<file path="src/rtl/extint_pkg.sv">
package extint_pkg;
  localparam int NUM_BANKS  = 4;
  localparam int BANK_LINES = 8;
  localparam int NUM_LINES  = NUM_BANKS * BANK_LINES;
  localparam int FIELD_W    = 4;
  localparam int MODE_W     = 3;
  localparam int DATA_W     = 32;
  localparam int ADDR_W     = 6;
  localparam int BANK_W     = $clog2(NUM_BANKS);
  localparam int NUM_DIRECT = 16;

  typedef enum logic [MODE_W-1:0] {
    TRIG_LVL_LO = 3'd0,
    TRIG_LVL_HI = 3'd1,
    TRIG_FALL   = 3'd2,
    TRIG_RISE   = 3'd3,
    TRIG_BOTH   = 3'd4
  } trig_e;

  typedef enum logic [1:0] {
    GRP_CFG  = 2'd0,
    GRP_MASK = 2'd1,
    GRP_PEND = 2'd2,
    GRP_NONE = 2'd3
  } regGrp_e;

  typedef struct packed {
    logic [NUM_BANKS-1:0] cfgWr;
    logic [NUM_BANKS-1:0] maskWr;
    logic [NUM_BANKS-1:0] pendClr;
    regGrp_e              rdGrp;
    logic [BANK_W-1:0]    rdBank;
  } regStrobe_t;
endpackage

</file>
<file path="src/rtl/extint_ctrl.sv">
module extint_ctrl
  import extint_pkg::*;
(
  input  logic [ADDR_W-1:0] busAddr,
  input  logic              busWrEn,
  output regStrobe_t        strb
);
  regGrp_e           grp;
  logic [BANK_W-1:0] bank;
  logic [1:0]        unusedByteLane;

  assign grp            = regGrp_e'(busAddr[5:4]);
  assign bank           = busAddr[3:2];
  assign unusedByteLane = busAddr[1:0];

  for (genvar b = 0; b < NUM_BANKS; b++) begin : g_bank
    logic hitBank;
    assign hitBank          = busWrEn && (bank == BANK_W'(b));
    assign strb.cfgWr[b]    = hitBank && (grp == GRP_CFG);
    assign strb.maskWr[b]   = hitBank && (grp == GRP_MASK);
    assign strb.pendClr[b]  = hitBank && (grp == GRP_PEND);
  end

  assign strb.rdGrp  = grp;
  assign strb.rdBank = bank;
endmodule

</file>
<file path="src/rtl/extint_datapath.sv">
module extint_datapath
  import extint_pkg::*;
#(
  parameter int SYNC_STAGES = 2
) (
  input  logic                 clk,
  input  logic                 rstN,
  input  logic [NUM_LINES-1:0] pins,
  input  regStrobe_t           strb,
  input  logic [DATA_W-1:0]    busWdata,
  output logic [DATA_W-1:0]    busRdata,
  output logic [NUM_LINES-1:0] pendVec,
  output logic [NUM_LINES-1:0] maskVec
);
  logic [SYNC_STAGES-1:0][NUM_LINES-1:0] syncQ;
  logic [NUM_LINES-1:0] syncd, prevQ, detHit, clrVec, pendQ;
  logic [NUM_BANKS-1:0][DATA_W-1:0]     cfgQ;
  logic [NUM_BANKS-1:0][BANK_LINES-1:0] maskQ;

  // Synchronizer chain and previous-sample register for edge detection
  always_ff @(posedge clk or negedge rstN) begin
    if (!rstN) begin
      syncQ <= '0;
      prevQ <= '0;
    end else begin
      syncQ[0] <= pins;
      for (int s = 1; s < SYNC_STAGES; s++) syncQ[s] <= syncQ[s-1];
      prevQ <= syncQ[SYNC_STAGES-1];
    end
  end
  assign syncd = syncQ[SYNC_STAGES-1];

  // Per-line trigger decode
  for (genvar i = 0; i < NUM_LINES; i++) begin : g_line
    localparam int BANK = i / BANK_LINES;
    localparam int OFF  = i % BANK_LINES;
    logic [MODE_W-1:0] code;
    logic hit;
    assign code = cfgQ[BANK][OFF*FIELD_W +: MODE_W];
    always_comb begin
      case (code)
        TRIG_LVL_LO: hit = ~syncd[i];
        TRIG_LVL_HI: hit = syncd[i];
        TRIG_FALL:   hit = prevQ[i] & ~syncd[i];
        TRIG_RISE:   hit = ~prevQ[i] & syncd[i];
        TRIG_BOTH:   hit = prevQ[i] ^ syncd[i];
        default:     hit = 1'b0;
      endcase
    end
    assign detHit[i] = hit;
  end

  // Register banks
  for (genvar b = 0; b < NUM_BANKS; b++) begin : g_regs
    assign clrVec[b*BANK_LINES +: BANK_LINES] =
      strb.pendClr[b] ? busWdata[BANK_LINES-1:0] : '0;

    always_ff @(posedge clk or negedge rstN) begin
      if (!rstN) begin
        cfgQ[b]  <= '0;
        maskQ[b] <= '1;
      end else begin
        if (strb.cfgWr[b])  cfgQ[b]  <= busWdata;
        if (strb.maskWr[b]) maskQ[b] <= busWdata[BANK_LINES-1:0];
      end
    end
    assign maskVec[b*BANK_LINES +: BANK_LINES] = maskQ[b];
  end

  // Pending: a new detection wins over a same-cycle clear
  always_ff @(posedge clk or negedge rstN) begin
    if (!rstN) pendQ <= '0;
    else       pendQ <= (pendQ & ~clrVec) | detHit;
  end
  assign pendVec = pendQ;

  // Read path
  always_comb begin
    busRdata = '0;
    case (strb.rdGrp)
      GRP_CFG:  busRdata = cfgQ[strb.rdBank];
      GRP_MASK: busRdata[BANK_LINES-1:0] = maskQ[strb.rdBank];
      GRP_PEND: busRdata[BANK_LINES-1:0] = pendQ[strb.rdBank*BANK_LINES +: BANK_LINES];
      default:  busRdata = '0;
    endcase
  end
endmodule

</file>
<file path="src/rtl/extint_top.sv">
module extint_top
  import extint_pkg::*;
(
  input  logic              clk,
  input  logic              rstN,
  input  logic [31:0]       pins,
  input  logic [5:0]        busAddr,
  input  logic              busWrEn,
  input  logic [31:0]       busWdata,
  output logic [31:0]       busRdata,
  output logic [15:0]       irqLow,
  output logic              irqHigh
);
  regStrobe_t           strb;
  logic [NUM_LINES-1:0] pendVec, maskVec, activeVec;

  extint_ctrl u_ctrl (
    .busAddr (busAddr),
    .busWrEn (busWrEn),
    .strb    (strb)
  );

  extint_datapath #(.SYNC_STAGES(2)) u_dp (
    .clk      (clk),
    .rstN     (rstN),
    .pins     (pins),
    .strb     (strb),
    .busWdata (busWdata),
    .busRdata (busRdata),
    .pendVec  (pendVec),
    .maskVec  (maskVec)
  );

  assign activeVec = pendVec & ~maskVec;
  assign irqLow    = activeVec[NUM_DIRECT-1:0];
  assign irqHigh   = |activeVec[NUM_LINES-1:NUM_DIRECT];
endmodule

</file>
<file path="config.mk">
export PLATFORM = sky130hd
export DESIGN_NAME = extint_top
export DESIGN_NICKNAME = d
export VERILOG_FILES = /design/src/rtl/extint_pkg.sv /design/src/rtl/extint_ctrl.sv /design/src/rtl/extint_datapath.sv /design/src/rtl/extint_top.sv
export SDC_FILE = /design/constraint.sdc
export NUM_CORES = 1
export LEC_CHECK = 0
export BUFFER_PORTS_ARGS = -buffer_cell sky130_fd_sc_hd__buf_2
export CORE_UTILIZATION = 45
export CTS_CLUSTER_SIZE = 14
export DETAILED_ROUTE_END_ITERATION = 6
export PLACE_DENSITY = 0.66
export SETUP_SLACK_MARGIN = 0.02
export SLEW_MARGIN = 40
export SYNTH_ARGS = -nofsm -noshare
export SYNTH_HDL_FRONTEND = slang
export SYNTH_SLANG_ARGS = --single-unit
</file>
<file path="constraint.sdc">
create_clock -name clk -period 2.4 [get_ports clk]
set_clock_uncertainty 0.1 [all_clocks]
set_input_delay 0.12 -clock clk [delete_from_list [all_inputs] [get_ports clk]]
set_output_delay 0.12 -clock clk [all_outputs]
set_load 0.1 [all_outputs]
</file>
-- Word-level counts from Yosys, hierarchy flattened
Cells that the tools add are included.
- equal/unequal tests: 133
- reduce and logical (&&, ||, !) cells: 51
- magnitude comparators: 1
- muxes and demuxes: 42
- shift operators: 1
- bitwise gates (word level): 165
- operators by type and width (kind ; number):
    $eq 3x2->1 const B ; 64
    $pmux 1 s5 ; 32
    $eq 3x1->1 const B ; 32
    $eq 3x3->1 const B ; 32
    $logic_not 3->1 ; 32
    $and 1x1->1 ; 64
    $and 32x32->32 ; 2
    $bmux 32 s2 ; 1
    $not 1->1 ; 64
    $not 32->32 ; 2
    $mux 8 ; 5
    $mux 32 ; 1
    $or 32x32->32 ; 1
    $shiftx 32x6->8 ; 1
    $xor 1x1->1 ; 32
    $mux 24 ; 1
    $pmux 8 s3 ; 1
    $bmux 8 s2 ; 1
    $logic_and 1x1->1 ; 16
    $reduce_or 16->1 ; 1
    $eq 2x2->1 const B ; 3
    $eq 2x1->1 const B ; 2
    $logic_not 2->1 ; 2
    $lt 2x3->1 const B ; 1
- bits of input ports: 73
- output and inout port bits: 49
- word-level logic and storage cells: 405
- flip-flop bits (word level): 288

-- Longest topological paths before layout
- depth in word-level cells: 7
- gate-level depth with buffers: 6

-- Modules after synthesis
From an unflattened synthesis, not the netlist that was laid out.
- cell total of the unflattened synthesis: 1005
- area total of the unflattened synthesis: 13724.4 um^2
- modules (own cells, without submodules) (module ; seq. area each (um^2) ; area each (um^2) ; cells each ; times used):
    extint_datapath ; 7247.0 ; 13321.5 ; 946 ; 1
    extint_top ; 0.0 ; 279.0 ; 37 ; 1
    extint_ctrl ; 0.0 ; 123.9 ; 22 ; 1

-- Least setup slack after synthesis
No wires, ideal clock.
- path type: input -> output
- start point: input busAddr[2]
- end point: output busRdata[1]
- arrival time: 3180 ps
- stages: 5
- setup slack: -1000 ps
- data required time: 2180 ps
- buffers on the path: 3
- cells stage by stage: buf_6 -> buf_6 -> buf_6 -> mux4_2 -> o21ai_0
- longest elaborated chain between the ends: 3
- elaborated cells on any way between the ends: 6
- classes of those cells: shift (1); mux (5)
- RTL lines (what ; RTL line ; source):
    start, declared ; extint_top.sv:7 ; input logic [5:0] busAddr,
    branches (longest 2 deep; another with $shiftx 32x6->8) ; -- ;
    $pmux 8 s3 * ; extint_datapath.sv:80 ; case (strb.rdGrp)
    end, declared ; extint_top.sv:10 ; output logic [31:0] busRdata,
Every way passes the cells marked *. The select of a mux whose other input is x is not followed.

-- Final worst setup path
- start point: register u_dp.pendQ[30], in the netlist u_dp.pendVec[30]
- end point: output busRdata[6]
- longest elaborated chain between the ends: 2
- RTL lines (what ; RTL line ; source):
    start, declared ; extint_datapath.sv:16 ; logic [NUM_LINES-1:0] syncd, prevQ, detHit, clrVec, pendQ;
    start signal, assigned ; extint_datapath.sv:73 ; else pendQ <= (pendQ & ~clrVec) | detHit;
    $shiftx 32x6->8 ; extint_datapath.sv:83 ; GRP_PEND: busRdata[BANK_LINES-1:0] = pendQ[strb.rdBank*BANK_LINES +: BANK_LINES];
    $pmux 8 s3 ; extint_datapath.sv:80 ;
No other way between the ends.

==> qor.csv <==
stage,metric,value,unit
critical_path,crit_path_max_fanout,3,
grt,antenna_found_initial,0,
routing,drtIter0Drc,622,
timing,max_freq,434,MHz
timing,rsz0062_at_grt,true,
cells_and_area,nFillCells,2378,
routing,dr.pass1.iters,4,
yosys,ys_seq_area_share,52.7,%
clock_network,clk_pin_slew,0.06,ns
cells_and_area,drive_above_1_share,34.6,%
critical_path,critPathKind,reg -> out,
clock_network,ctsRootBufferMaster,clkbuf_16,
grt,grt_pass1_wl,51.9,mm
floorplanning,row_count,63,
grt,grt_util_all_layers,21.4,%
pwr,powerDensity,839,nW/um^2
floorplanning,core_area,29900,um^2
cells_and_area,multi_input_area,5960,um^2
grt,grt_pass1_vias,9216,
timing,finalMaxSlewViolations,0,
timing,final.setup.tns,0,ns
cells_and_area,nets,1370,
status,outcome,"complete, no violations",
yosys,ys_top_cells_by_area,"dfrtp_1 (47%), mux2_2 (11%), mux4_2 (7.9%), dfstp_2 (6.1%), ha_1 (5.8%)",
cells_and_area,regArea,7250,um^2
floorplanning,ioPinCount,122,
floorplanning,dieWidth,177,um
yosys,synth_cell_types,43,
clock_network,clock_sinks,288,
placed_design,dpl_cell_area,15400,um^2
routing,vias,8884,
clock_network,insertion_delay,0.56,ns
run,cap_violations,0,
timing,tightestPinTransition,0.759,ns
routing,drtAntennaViolNets,0,
timing,setup_violations,0,
critical_path,critPathLaunchType,flip-flop,
yosys,synth_seq_cells,288,
clock_network,cts_buffers,31,
cells_and_area,finalInstanceArea,17100,um^2
clock_network,post-cts-setup-buffer-count,0,
routing,wl_per_cell,19.6,um
placed_design,place_hpwl,22.0,mm
timing,slew_headroom,49.4,%
cells_and_area,area.growth.synth_to_final,24.7,%
routing,wl,32.2,mm
yosys,yosysTopAreaCell,dfrtp_1,
cells_and_area,fin_util,57.4,%
cells_and_area,most-common-layout-cells,"dfrtp_1 (256), mux2_2 (136), inv_1 (100), buf_2 (87), dlygate4sd3_1 (68)",
grt,grt-ovfl-total,0,
floorplanning,die_h,177,um
cells_and_area,layout_commonest_cell,dfrtp_1,
floorplanning,dieArea,31200,um^2
critical_path,worstPathArrival,2.09,ns
yosys,syn_area_per_cell,13.5,um^2
pwr,peakVddDrop,0.000559,V
yosys,synth_edf_count,0,
timing,period_minus_slack,2.31,ns
yosys,syn_area,13700,um^2
routing,drc,0,
placed_design,io_buffers,119,
timing,holdWs,0.0488,ns
yosys,synthArstFlopShare,100,%
routing,vias_per_cell,5.40,
critical_path,cp.required,2.18,ns
critical_path,end_kind,output pin,
grt,grt_max_degree,68,
yosys,ys_warn_count,0,
timing,hold_viol,0,
clock_network,cts_htree_levels,1,
clock_network,cts_tree,yes,
pwr,p_leak,7.44,nW
clock_network,cts.path.max_buffers,3,
yosys,yosysTopAreaCellShare,46.6,%
floorplanning,start_util,46.0,%
timing,fin_crit_sh,96.1,%
min_path,hp-class,in -> reg,
yosys,syn_nets,1153,
yosys,synth_ff_type,dfrtp_1,
cells_and_area,antenna_cells,0,
placed_design,gp_congestion,0.834,
yosys,netlist_instances,1016,
-- kinds of logic (layout without fill, tap and decap cells) --
| family | after synthesis | in the layout | synth area share (%) |
|---|---|---|---|
| xor gates and xnor gates | 28 | 28 | 1.78 |
| buffers and inverters | 139 | 379 | 4.42 |
| and+or+nand+nor | 104 | 104 | 4.65 |
| adders and majority gates | 64 | 64 | 5.83 |
| AOI/OAI and AO/OA | 159 | 159 | 7.88 |
| muxes | 234 | 234 | 22.7 |
| DFF | 288 | 288 | 52.7 |
-- metrics by stage --
stage / setup WS [ns] / instances / power [W]
after floorplan: 0.275 / 1016 / 0.00875
after global placement: 0.378 / 1522 / 0.00968
after detailed placement: 0.360 / 1522 / 0.00978
after CTS: 0.0274 / 1646 / 0.0145
after global routing: 0.00936 / 1646 / 0.0151
final: 0.0936 / 1646 / 0.0144
-- flip-flops by register name (all words and copies together), names as in the netlist --
| name | flops |
|---|---|
| u_dp.pendVec | 32 |
| u_dp.maskVec | 32 |
| u_dp.prevQ | 32 |
| u_dp.syncQ | 32 |
| u_dp.syncd | 32 |
| u_dp.cfgQ | 128 |
-- timing repair --
item	CTS	global route
hold buffers	68	0
hold endpoints to repair	455	0
pin swaps	0	2
gates resized for setup	8	12
setup endpoints to repair	3	3
-- worst max-delay path, cell delays in order, from the launching register on --
cell	delay (ns)
dfrtp_1	0.42
mux4_2	0.50
a22oi_2	0.24
nand2_1	0.11
buf_4	0.25
-- power by group --
group | leakage, nW | total [W] | internal [W] | switching (W)
registers | 3.30 | 0.00639 | 0.00568 | 0.000704
logic | 3.65 | 0.00344 | 0.00152 | 0.00191
clock network | 0.483 | 0.00456 | 0.00265 | 0.00191
-- layer usage --
| layer | track usage, % | part of all wire, % |
|---|---|---|
| met2 | 34.4 | 47 |
| met1 | 30.4 | 46 |
| met4 | 6.14 | 2.4 |
| met3 | 2.99 | 4.6 |
| met5 | 0 | 0 |
-- cell usage after synthesis (all sizes together), types with 4 or more instances --
library cell and number:
dfrtp 256, mux2 142, inv 100, ha 64, o21ai 59, mux4 48, mux2i 44, dfstp 32
nor2b 30, o31ai 30, o211ai 28, xnor2 28, and2 24, buf 24, o311ai 22, nand2 17
clkbuf 13, nor2 13, nand3b 9, a22oi 8, a2111oi 4
-- layout make-up --
class | instances | area share, %
clock inverter | 6 | 0.219
inverter | 102 | 2.23
multi-input combinational | 589 | 34.8
tap | 390 | 2.85
clock buffer | 50 | 5.47
sequential | 288 | 42.3
timing repair buffer | 221 | 12.1
-- path summary, 6_finish.rpt --
kind / from / to / slack (ns) / depth (start not counted)
min: busAddr[3] / u_dp.pendVec[1]$_DFF_PN0_ / 0.05 / 4
min reg2reg: u_dp.syncQ[5]$_DFF_PN0_ / u_dp.syncd[5]$_DFF_PN0_ / 0.24 / 0
max reg2reg: u_dp.syncd[9]$_DFF_PN0_ / u_dp.pendVec[9]$_DFF_PN0_ / 0.95 / 4
max: u_dp.pendVec[30]$_DFF_PN0_ / busRdata[6] / 0.09 / 4
max in group asynchronous: rstN / u_dp.cfgQ[23]$_DFFE_PN0P_ / 0.71 / 4
min in group asynchronous: rstN / u_dp.prevQ[30]$_DFF_PN0_ / 0.52 / 3
Power figures use the tool's default switching activity.
